==> config.mk <==
export PLATFORM = sky130hd
export DESIGN_NAME = sclk_duty_gen
export DESIGN_NICKNAME = d
export VERILOG_FILES = /design/src/rtl/sdg_pkg.sv /design/src/rtl/sdg_cfg_capture.sv /design/src/rtl/sdg_phase_cnt.sv /design/src/rtl/sdg_edge_out.sv /design/src/rtl/sclk_duty_gen.sv
export SDC_FILE = /design/constraint.sdc
export NUM_CORES = 1
export LEC_CHECK = 0
export CAP_MARGIN = 40
export CELL_PAD_IN_SITES_DETAIL_PLACEMENT = 1
export CELL_PAD_IN_SITES_GLOBAL_PLACEMENT = 1
export CORE_UTILIZATION = 30
export CTS_BUF_LIST = sky130_fd_sc_hd__clkbuf_4
export DETAILED_ROUTE_END_ITERATION = 10
export DONT_BUFFER_PORTS = 1
export PLACE_DENSITY_LB_ADDON = 0.2
export SYNTH_ARGS = -nofsm -noshare
export SYNTH_HDL_FRONTEND = slang
export SYNTH_HIERARCHICAL = 1
export SYNTH_SLANG_ARGS = --single-unit
==> constraint.sdc <==
create_clock -name clk -period 2.1 [get_ports clk]
set_clock_uncertainty 0.05 [all_clocks]
set_input_delay 0.315 -clock clk [delete_from_list [all_inputs] [get_ports clk]]
set_output_delay 0.315 -clock clk [all_outputs]
set_load 0.005 [all_outputs]
==> src/rtl/sdg_pkg.sv <==
package sdg_pkg;

   localparam int unsigned SDG_MAX_W = 16;

   typedef enum logic [1:0] {
      CFG_OK    = 2'd0,
      CFG_EQUAL = 2'd1,
      CFG_RANGE = 2'd2
   } cfg_stat_e;

endpackage

==> src/rtl/sdg_cfg_capture.sv <==
module sdg_cfg_capture
   import sdg_pkg::*;
#(
   parameter int unsigned CNT_W = 8
) (
   input  logic             clk,
   input  logic             rst_n,
   input  logic             load,
   input  logic [CNT_W-1:0] n_in,
   input  logic [CNT_W-1:0] a_in,
   input  logic [CNT_W-1:0] b_in,
   output logic [CNT_W-1:0] n_q,
   output logic [CNT_W-1:0] hi_len_q,
   output logic             err_q
);

   cfg_stat_e        stat;
   logic [CNT_W-1:0] hi_len_d;

   always_comb begin
      if (a_in > n_in || b_in > n_in) stat = CFG_RANGE;
      else if (a_in == b_in)          stat = CFG_EQUAL;
      else                            stat = CFG_OK;
   end

   // high phase length: the difference when a>b, otherwise the remainder
   always_comb begin
      if (a_in > b_in) hi_len_d = a_in - b_in;
      else             hi_len_d = n_in + CNT_W'(1) - (b_in - a_in);
   end

   always_ff @(posedge clk or negedge rst_n) begin
      if (!rst_n) begin
         n_q      <= '0;
         hi_len_q <= '0;
         err_q    <= 1'b0;
      end else if (load) begin
         n_q      <= n_in;
         hi_len_q <= hi_len_d;
         err_q    <= (stat != CFG_OK);
      end
   end

endmodule

==> src/rtl/sdg_phase_cnt.sv <==
module sdg_phase_cnt #(
   parameter int unsigned CNT_W = 8
) (
   input  logic             clk,
   input  logic             rst_n,
   input  logic             en,
   input  logic [CNT_W-1:0] n_cur,
   output logic [CNT_W-1:0] cnt_q,
   output logic             active_q,
   output logic             load
);

   logic at_end;

   assign at_end = (cnt_q == n_cur);
   assign load   = !active_q || at_end;

   always_ff @(posedge clk or negedge rst_n) begin
      if (!rst_n) begin
         active_q <= 1'b0;
         cnt_q    <= '0;
      end else if (!en) begin
         active_q <= 1'b0;
         cnt_q    <= '0;
      end else begin
         active_q <= 1'b1;
         if (active_q) cnt_q <= at_end ? '0 : cnt_q + CNT_W'(1);
      end
   end

endmodule

==> src/rtl/sdg_edge_out.sv <==
module sdg_edge_out #(
   parameter int unsigned CNT_W     = 8,
   parameter bit          BYPASS_EN = 1'b1
) (
   input  logic             clk,
   input  logic             bypass,
   input  logic             active,
   input  logic             err,
   input  logic [CNT_W-1:0] cnt,
   input  logic [CNT_W-1:0] hi_len,
   output logic             sclk_o,
   output logic             rise_stb,
   output logic             fall_stb,
   output logic             cfg_err
);

   logic run;
   logic div_clk;
   logic div_rise;
   logic div_fall;

   assign run      = active && !err;
   assign div_clk  = run && (cnt < hi_len);
   assign div_rise = run && (cnt == '0);
   assign div_fall = run && (cnt == hi_len);

   generate
      if (BYPASS_EN) begin : g_bypass
         assign sclk_o   = bypass ? clk : div_clk;
         assign rise_stb = div_rise && !bypass;
         assign fall_stb = div_fall && !bypass;
         assign cfg_err  = err && !bypass;
      end else begin : g_no_bypass
         logic unused_bypass;
         assign unused_bypass = bypass ^ clk;
         assign sclk_o   = div_clk;
         assign rise_stb = div_rise;
         assign fall_stb = div_fall;
         assign cfg_err  = err;
      end
   endgenerate

endmodule

==> src/rtl/sclk_duty_gen.sv <==
module sclk_duty_gen
   import sdg_pkg::*;
#(
   parameter int unsigned CNT_W     = 8,
   parameter bit          BYPASS_EN = 1'b1
) (
   input  logic             clk,
   input  logic             rst_n,
   input  logic             en,
   input  logic             bypass,
   input  logic [CNT_W-1:0] per_cnt,
   input  logic [CNT_W-1:0] thr_a,
   input  logic [CNT_W-1:0] thr_b,
   output logic             sclk_o,
   output logic             rise_stb,
   output logic             fall_stb,
   output logic             cfg_err
);

   generate
      if (CNT_W < 2 || CNT_W > SDG_MAX_W) begin : g_bad_width
         $error("sclk_duty_gen: CNT_W must lie in 2..16");
      end
   endgenerate

   logic [CNT_W-1:0] n_cur;
   logic [CNT_W-1:0] hi_len;
   logic [CNT_W-1:0] cnt_q;
   logic             err_q;
   logic             active_q;
   logic             load;

   sdg_phase_cnt #(.CNT_W(CNT_W)) u_cnt (
      .clk      (clk),
      .rst_n    (rst_n),
      .en       (en),
      .n_cur    (n_cur),
      .cnt_q    (cnt_q),
      .active_q (active_q),
      .load     (load)
   );

   sdg_cfg_capture #(.CNT_W(CNT_W)) u_cfg (
      .clk      (clk),
      .rst_n    (rst_n),
      .load     (load),
      .n_in     (per_cnt),
      .a_in     (thr_a),
      .b_in     (thr_b),
      .n_q      (n_cur),
      .hi_len_q (hi_len),
      .err_q    (err_q)
   );

   sdg_edge_out #(.CNT_W(CNT_W), .BYPASS_EN(BYPASS_EN)) u_out (
      .clk      (clk),
      .bypass   (bypass),
      .active   (active_q),
      .err      (err_q),
      .cnt      (cnt_q),
      .hi_len   (hi_len),
      .sclk_o   (sclk_o),
      .rise_stb (rise_stb),
      .fall_stb (fall_stb),
      .cfg_err  (cfg_err)
   );

endmodule

Word-level counts from Yosys, hierarchy flattened
Index checks and enable logic that the tools add are counted.
W data, S select, Z words.
{"block": "word_totals", "n_memories": 0, "mem_bits_rw": 0, "register_bits": 26, "inputBits": 28, "out_inout_bits": 4, "rom_bits": 0, "wordCells": 40, "latch_bits": 0}
{"block": "op_classes", "n_eq_ne": 4, "n_mul": 0, "n_bitwise": 0, "n_lt_le_gt_ge": 4, "n_shift": 0, "n_div": 0, "add_sub_neg": 5, "reduce_logical": 14, "mux": 8}
{"operator": "$mux W8", "n": 4}
{"operator": "$eq A8 B8 Y1", "n": 3}
{"operator": "$gt A8 B8 Y1", "n": 3}
{"operator": "$sub A8 B8 Y8", "n": 3}
{"operator": "$add A8 B1 Y8 const B", "n": 2}
{"operator": "$logic_not A8 Y1", "n": 1}
{"operator": "$lt A8 B8 Y1", "n": 1}
{"operator": "$logic_and A1 B1 Y1", "n": 7}
{"operator": "$logic_not A1 Y1", "n": 3}
{"operator": "$mux W1", "n": 3}
{"operator": "$logic_or A1 B1 Y1", "n": 2}
{"operator": "$mux W2", "n": 1}
{"operator": "$ne A2 B1 Y1 const B", "n": 1}
{"operator": "$reduce_bool A2 Y1", "n": 1}

Depth between registers and ports, before layout
Gate-level depths: netlist of the first run.
{"block": "logic_depth", "ltp_word": 4, "depth_mapped": 11, "mapped_depth_nobuf": 10}

Hierarchy
Netlist of the first run, hierarchy kept.
{"module": "sdg_cfg_capture", "instances": 1, "seq_area_each_um2": 425.4, "cells_per_inst": 225, "area_per_inst_um2": 2004.4}
{"module": "sdg_phase_cnt", "instances": 1, "seq_area_each_um2": 225.2, "cells_per_inst": 64, "area_per_inst_um2": 580.6}
{"module": "sdg_edge_out", "instances": 1, "seq_area_each_um2": 0.0, "cells_per_inst": 36, "area_per_inst_um2": 244.0}

==> flow_summary.toml, run 1 <==
[setup_path]
slowest_stage = "dfrtp_2"
r2r_start = "u_cnt/cnt_q[6]"
crit_path_end_kind = "output port"
worstPathCellList = "ha_4, nor2b_4, o211ai_1, a21oi_2, o21ai_2"
worstSetupPathType = "reg -> out"
cp.arrival_ns = 1.81
path_max_fanout = 2
crit_family = "compound AO/OA/AOI/OAI gates"
max_stage_delay_ns = 0.46
worstPathBufferInverterCount = 0
crit_start = "u_cnt/cnt_q[1]"
start_kind = "flop"
required_ns = 1.74

[global_route]
grt_pass1_vias = 2656
grt-ovfl-total = 0
track_usage_pct = 17.00
grt_max_degree = 27
grt_first_pass_wirelength_um = 13150
antenna_found_initial = 0

[clock_network]
path_clk_slew_ns = 0.15
worstSkewPairLatency_ns = 0.44
cts_tree = "done"

[routing]
vias = 2521
routed_wl_um = 8089
drt-initial-drc-count = 72
wl_per_cell_um = 16.68
firstDrtPassIters = 4
vias_per_cell = 5.198
ant_nets = 0
drt_drc_violations_left = 0

[final_layout]
stdcell_count = 485
antenna_cells = 0
fin_util_pct = 38.49
area_growth_pct = 25.12
drive_gt1_share_pct = 27.27
final_nets = 453
final_cell_area_um2 = 3540
fillers = 1077

[timing]
rsz0062_at_grt = "yes"
relSlewSlack_pct = 62.60
period_minus_slack_ns = 2.172
hold_viol = 0
worst_pin_slew_ns = 0.5599
fmax_mhz = 460.4
setup_viol = 2
finalMaxSlewViolations = 0
fin_crit_sh_pct = 103.4
fin_ws_ns = -0.07216

[place]
dpl.cell_count = 462
placed_area_um2 = 3243
post-place-ws_ns = -0.2813
hpwl_um = 6464
place_congestion = 0.7489
io_buffers = 0

[logic_synthesis]
yosys_warnings = 6
synth_top_area_share_pct = 23.00
synth_top_area_cell = "dfrtp_1"
yosysSeqAreaShare_pct = 23.00
postSynth.asyncResetShare_pct = 100.0
syn_area_um2 = 2829
avgSynthCellArea_um2 = 8.705
synthTopCellsByArea = "dfrtp_1 (23%), ha_1 (19%), inv_1 (6.2%)"
synth_edf_count = 0
syn_inst = 325
synth-seq-cells = 26
synth_common_cells = "inv_1 (47), ha_1 (42), nand2_1 (28)"
yosysUniqueCellTypes = 52
syn-num-nets = 403
synth_top_flop_cell = "dfrtp_1"
yosysMostFrequentCell = "inv_1"

[die]
start_util_pct = 30.76
die_x_um = 99.11
die_h_um = 99.11
rows = 35
pin_count = 32
die-area_um2 = 9822
core_area_um2 = 9196

[power_and_ir_drop]
ir_drop_mv = 0.2428
leakagePower_uw = 0.001585
power_density_nw_per_um2 = 522.6

[run]
maxCapViolations = 0

[status]
violations = "setup timing"
status = "finished, violations left"

[hold_path]
min_from = "thr_a[1]"
hp-class = "in -> reg"
==> through the flow <==
step	power, µW	setup TNS (ns)	hold WS (ns)
global placement	1425	-1.330	-0.02991
floorplan	1203	-0.1401	-0.03059
global route	2021	-0.2221	0.1931
detailed placement	1445	-1.993	-0.02996
CTS	1815	-0.08695	0.1964
finish	1850	-0.07216	0.2143
==> cells in the final DEF, fill, tap and decap left out, drive strengths merged, types with 4 or more instances in the layout <==
cell         instances
inv                 47
ha                  42
buf                 37
nand2               28
o21ai               26
dfrtp               26
a21oi               21
nor2                14
xnor2               12
dlygate4sd3         10
mux2                10
nand4               10
fa                   8
o211ai               7
clkbuf               6
nand3                6
xor2                 6
a211oi               5
nand2b               4
a31oi                4
nor4                 4
nor3                 4
nor2b                4
==> repair_timing <==
item | CTS | global route
endpoints found under the setup margin | 4 | 4
resized for setup | 4 | 15
hold buffers | 11 | 0
setup buffers | 2 | 5
pin swaps | 0 | 6
endpoints found under the hold margin | 36 | 0
==> logic make-up after synthesis <==
family,after synthesis,synth area share [%]
AOI/OAI and AO/OA,80,18.89
buffers and inverters,52,7.474
and+or+nand+nor,87,16.14
adders and majority gates,50,24.24
xor gates and xnor gates,18,5.573
muxes,12,4.688
DFF,26,23.00
==> flip-flops by register name, indices dropped and copies added (netlist names) <==
| signal | count |
|---|---|
| u_cfg/hi_len_q | 8 |
| u_cnt/active_q | 1 |
| u_cnt/cnt_q | 8 |
| u_cfg/err_q | 1 |
| u_cfg/n_q | 8 |
==> final timing paths <==
check	slack, ns	cells after the start	endpoint
max in group asynchronous	1.56	2	u_cnt/cnt_q[0]
min in group asynchronous	0.25	2	u_cnt/cnt_q[2]
worst max-delay path	-0.07	5	sclk_o
worst min register to register	0.45	2	u_cfg/hi_len_q[7]
worst min-delay path	0.21	4	u_cfg/hi_len_q[0]
worst max register to register	0.18	6	u_cfg/n_q[3]
==> worst register-to-register path, delay by kind of cell, from the launching register on <==
family	cells	cell delay (ns)
AOI/OAI and AO/OA	1	0.19
xor gates and xnor gates	1	0.28
buffers and inverters	2	0.35
DFF	1	0.42
muxes	1	0.36
and+or+nand+nor	1	0.19
==> routing by layer <==
metal / part of all wire [%] / vias to the layer above / track usage, %
met1: 48 / 1240 / 23.14
met2: 49 / 35 / 28.62
li1: - / 1239 / -
met3: 2.2 / 7 / 2.952
met4: 0.75 / 0 / 3.167
met5: 0 / - / 0
==> power by group <==
part | total (µW) | switching, µW | internal, µW
registers | 621 | 51.2 | 570
clock network | 337 | 197 | 141
logic | 891 | 445 | 447
==> final cells by class <==
class	count	area, µm²	share of cell area, %
clock inverter	1	3.754	0.1060
multi-input combinational	247	2112	59.67
inverter	47	176.4	4.984
sequential	26	656.9	18.56
timing repair buffer	47	406.6	11.49
clock buffer	6	45.04	1.273
tap	111	138.9	3.924
No activity file was read; power rests on OpenSTA's default activity.
==> inputs of run 2 (changes only) <==
--- a/config.mk
+++ b/config.mk
@@ -8,10 +8,12 @@
 export CAP_MARGIN = 40
 export CELL_PAD_IN_SITES_DETAIL_PLACEMENT = 1
 export CELL_PAD_IN_SITES_GLOBAL_PLACEMENT = 1
+export CORE_ASPECT_RATIO = 1.5
 export CORE_UTILIZATION = 30
 export CTS_BUF_LIST = sky130_fd_sc_hd__clkbuf_4
 export DETAILED_ROUTE_END_ITERATION = 10
 export DONT_BUFFER_PORTS = 1
+export GPL_TIMING_DRIVEN = 0
 export PLACE_DENSITY_LB_ADDON = 0.2
 export SYNTH_ARGS = -nofsm -noshare
 export SYNTH_HDL_FRONTEND = slang
==> flow_summary.toml, run 2 (synthesis results as in run 1) <==
[status]
status = "finished clean"

[die]
die_h_um = 120.9
start_util_pct = 30.75
core_area_um2 = 9200
die-area_um2 = 9830
die_x_um = 81.29
pin_count = 32
rows = 43

[routing]
routed_wl_um = 7942
drt-initial-drc-count = 72
drt_drc_violations_left = 0
firstDrtPassIters = 4
ant_nets = 0
wl_per_cell_um = 16.93
vias = 2428
vias_per_cell = 5.177

[place]
place_congestion = 0.8202
dpl.cell_count = 437
io_buffers = 0
hpwl_um = 6376
post-place-ws_ns = -0.5700

[timing]
fin_hold_ws_ns = 0.2105
finalMaxSlewViolations = 0
fin_crit_sh_pct = 99.47
fmax_mhz = 478.7
rsz0062_at_grt = "yes"
fin_ws_ns = 0.01103
period_minus_slack_ns = 2.089
worst_pin_slew_ns = 0.5880
hold_viol = 0
relSlewSlack_pct = 60.72
setup_viol = 0

[final_layout]
final_nets = 436
drive_gt1_share_pct = 25.21
area_growth_pct = 22.87
fillers = 1082
antenna_cells = 0
layout_commonest_cell = "inv_1"
top_regs = "u_cfg/hi_len_q: 8 flops, u_cfg/n_q: 8 flops, u_cnt/cnt_q: 8 flops"
stdcell_count = 469
final_cell_mix = "inv_1 (40), ha_1 (33), nand2_1 (28), o21ai_0 (21), dfrtp_1 (19)"
multi_input_area_um2 = 2173
regArea_um2 = 659.4

[hold_path]
hp-class = "in -> reg"
min_from = "en"
min_path_cells = 3
whs_endpoint = "u_cnt/cnt_q[7]"

[global_route]
grt_first_pass_wirelength_um = 12880
gr-usage-met1_pct = 17.58
met3_usage_pct = 2.180
grtUsageMet2_pct = 34.38
grt_max_degree = 27
grt-ovfl-total = 0
grt_pass1_vias = 2693
antenna_found_initial = 0
track_usage_pct = 17.37
grt_busiest_layer = "met2"

[power_and_ir_drop]
ir_drop_mv = 0.2341
leakagePower_uw = 0.001515
power_density_nw_per_um2 = 523.1

[setup_path]
rrSetupSlack_ns = 0.05
rr_endpoint = "u_cfg/n_q[3]"
r2r_cells = 5
crit_path_end_kind = "output port"
cp.arrival_ns = 1.72
start_kind = "flop"
r2r_start = "u_cnt/cnt_q[6]"
required_ns = 1.74
path_max_fanout = 2
worstSetupPathType = "reg -> out"

[clock_network]
cts_tree = "done"
worstSkewPairLatency_ns = 0.45
path_clk_slew_ns = 0.15

[run]
maxCapViolations = 0
[run 2: cell types whose count changed in the layout (fill, tap and decap cells not counted), sizes merged]
cell / before / now
buf: 37 / 18
clkbuf: 6 / 8
[run 2: critical path: stages, from the launching register on]
cell      delay [ns]
dfrtp_1         0.42
inv_2           0.08
ha_4            0.20
nor2b_4         0.12
o211ai_1        0.20
a21oi_2         0.10
o21ai_2         0.16
[run 2: area by class of cell]
type	count	share of cell area [%]
clock buffer	6	1.296
multi-input combinational	247	62.53
clock inverter	1	0.1080
inverter	47	5.076
tap	112	4.032
buffer	5	1.152
timing repair buffer	25	6.839
sequential	26	18.97
[run 2: worst max-delay path by stage]
stage / start / end / slack, ns / depth (start not counted)
6_report: u_cfg/hi_len_q[1] / sclk_o / 0.01 / 6
5_1_grt: u_cfg/hi_len_q[1] / sclk_o / -0.09 / 6
4_1_cts: u_cfg/hi_len_q[1] / sclk_o / -0.06 / 6
2_1_floorplan: thr_a[0] / u_cfg/hi_len_q[5] / -0.14 / 10
3_5_place_dp: u_cnt/cnt_q[0] / u_cfg/n_q[3] / -0.57 / 5
3_3_place_gp: u_cnt/cnt_q[0] / u_cfg/n_q[3] / -0.55 / 5
[run 2: through the flow]
stage | utilization, % | cell area, µm² | total power [µW] | TNS [ns]
after floorplan | - | 2894 | 1203 | -0.1401
after global placement | 32.98 | 3034 | 1367 | -6.868
after detailed placement | 32.98 | 3034 | 1383 | -7.094
after CTS | 36.12 | 3323 | 1781 | -0.05947
after global routing | 37.78 | 3476 | 1986 | -0.3483
final | 37.78 | 3476 | 1818 | 0
[run 2: metal layers]
layer  share of wire [%]  vias up
met5                   0        -
met1                  38     1176
met4                 2.4        0
met2                  57       33
met3                 2.3       17
li1                    -     1202
[run 2: power breakdown]
| group | switching [µW] | internal, µW |
|---|---|---|
| registers | 49.9 | 570 |
| clock network | 195 | 140 |
| logic | 452 | 412 |
| total | 697 | 1120 |
[run 2: repair_timing]
action / 4_1_cts / 5_1_grt
endpoints found under the setup margin: 21 / 20
hold endpoints to repair: 36 / 0
buffers inserted: 7 / 7
resized for setup: 15 / 14
hold buffers: 11 / 0
pin swaps: 4 / 9
==> inputs of run 3 (changes only) <==
--- a/config.mk
+++ b/config.mk
@@ -15,6 +15,7 @@
 export DONT_BUFFER_PORTS = 1
 export GPL_TIMING_DRIVEN = 0
 export PLACE_DENSITY_LB_ADDON = 0.2
+export REMOVE_ABC_BUFFERS = 1
 export SYNTH_ARGS = -nofsm -noshare
 export SYNTH_HDL_FRONTEND = slang
 export SYNTH_HIERARCHICAL = 1
==> flow_summary.toml, run 3 (synthesis results as in run 1) <==
[status]
status = "finished clean"

[clock_network]
cts_tree = "done"
path_clk_slew_ns = 0.15
worstSkewPairLatency_ns = 0.43

[setup_path]
crit_path_end_kind = "output port"
slowest_stage = "dfrtp_2"
worstPathCellList = "ha_4, nor2b_4, o211ai_1, a21oi_2, o21ai_2"
max_stage_delay_ns = 0.47
required_ns = 1.74
path_max_fanout = 2
cp.arrival_ns = 1.70
start_kind = "flop"
rrSetupSlack_ns = 0.17
worstSetupPathType = "reg -> out"

[run]
maxCapViolations = 0

[final_layout]
area_growth_pct = 20.61
layout_commonest_cell = "inv_1"
fin_util_pct = 37.09
drive_gt1_share_pct = 21.97
antenna_cells = 0
final_nets = 434
top_regs = "u_cfg/hi_len_q: 8 flops, u_cfg/n_q: 8 flops, u_cnt/cnt_q: 8 flops"
fillers = 1077
final_cell_mix = "inv_1 (46), ha_1 (36), nand2_1 (28), o21ai_0 (21), dfrtp_1 (18)"

[global_route]
track_usage_pct = 17.34
antenna_found_initial = 0
grt_pass1_vias = 2616
grt-ovfl-total = 0
grt_max_degree = 27
grt_first_pass_wirelength_um = 13070

[place]
io_buffers = 0
place_congestion = 0.7907
post-place-ws_ns = -0.6546
hpwl_um = 6174

[timing]
rsz0062_at_grt = "yes"
fin_crit_sh_pct = 98.46
setup_viol = 0
fin_ws_ns = 0.03227
relSlewSlack_pct = 60.90
period_minus_slack_ns = 2.068
fmax_mhz = 483.6
worst_pin_slew_ns = 0.5853
fin_hold_ws_ns = 0.2099
hold_viol = 0
finalMaxSlewViolations = 0

[die]
die_h_um = 120.9
pin_count = 32
core_area_um2 = 9200
die_x_um = 81.29
rows = 43
start_util_pct = 30.75
die-area_um2 = 9830

[routing]
drt-initial-drc-count = 54
ant_nets = 0
routed_wl_um = 8013
firstDrtPassIters = 6
drt_drc_violations_left = 0
wl_per_cell_um = 17.16
vias_per_cell = 5.195
vias = 2426

[power_and_ir_drop]
ir_drop_mv = 0.2406
power_density_nw_per_um2 = 529.9
leakagePower_uw = 0.001504

[hold_path]
hp-class = "in -> reg"
run 3: cell count changes in the layout (fill, tap and decap cells not counted), sizes merged:
cell and delta:
clkbuf -2
run 3: area by class of cell:
type,count,area [µm²],share of cell area [%]
Sequential cell,26,660.6,19.36
Timing Repair Buffer,28,255.2,7.481
Clock inverter,1,3.754,0.1100
Inverter,47,176.4,5.171
Clock buffer,6,45.04,1.320
Multi-Input combinational cell,247,2131,62.45
Tap cell,112,140.1,4.107
run 3: metrics by stage:
step	total power, µW	cells	setup TNS, ns	area [µm²]
after floorplan	1155	320	-1.151	2794
after global placement	1307	432	-9.478	2934
after detailed placement	1330	433	-6.251	2949
after CTS	1737	458	-0.02353	3228
after global routing	1970	467	-0.1509	3412
final	1808	467	0	3412
run 3: repair_timing:
item / in CTS / in global routing
pin swaps: 5 / 11
gates resized for setup: 16 / 17
endpoints found under the setup margin: 20 / 19
hold buffers: 11 / 0
setup buffers: 7 / 9
hold endpoints to repair: 36 / 0
run 3: final timing paths:
kind / end / cells past startpoint / startpoint
setup / recovery: sclk_o / 5 / u_cnt/cnt_q[1]
hold / removal: u_cnt/cnt_q[7] / 3 / en
setup reg to reg: u_cfg/hi_len_q[7] / 8 / u_cnt/cnt_q[4]
hold reg to reg: u_cfg/hi_len_q[6] / 2 / u_cfg/hi_len_q[6]
max in group asynchronous: u_cnt/cnt_q[7] / 2 / rst_n
min in group asynchronous: u_cnt/cnt_q[6] / 2 / rst_n
run 3: where the power goes:
group | internal [µW] | switching [µW]
sequential | 570 | 49.9
combinational | 401 | 453
clock | 140 | 194
run 3: routing by layer:
metal | part of all wire, % | track usage [%] | routed length, µm
met2 | 57 | 32.71 | 4601
met4 | 0.77 | 4.129 | 62
met3 | 2.0 | 1.579 | 163
met1 | 40 | 20.27 | 3186
met5 | 0 | 0 | 0
run 3: critical path: cells and delay by family (launching register included):
family | cells | cell delay [ns]
AO/OA/AOI/OAI | 3 | 0.45
flip-flops | 1 | 0.47
AND/OR/NAND/NOR | 1 | 0.12
adder cells (fa/ha/maj) | 1 | 0.23
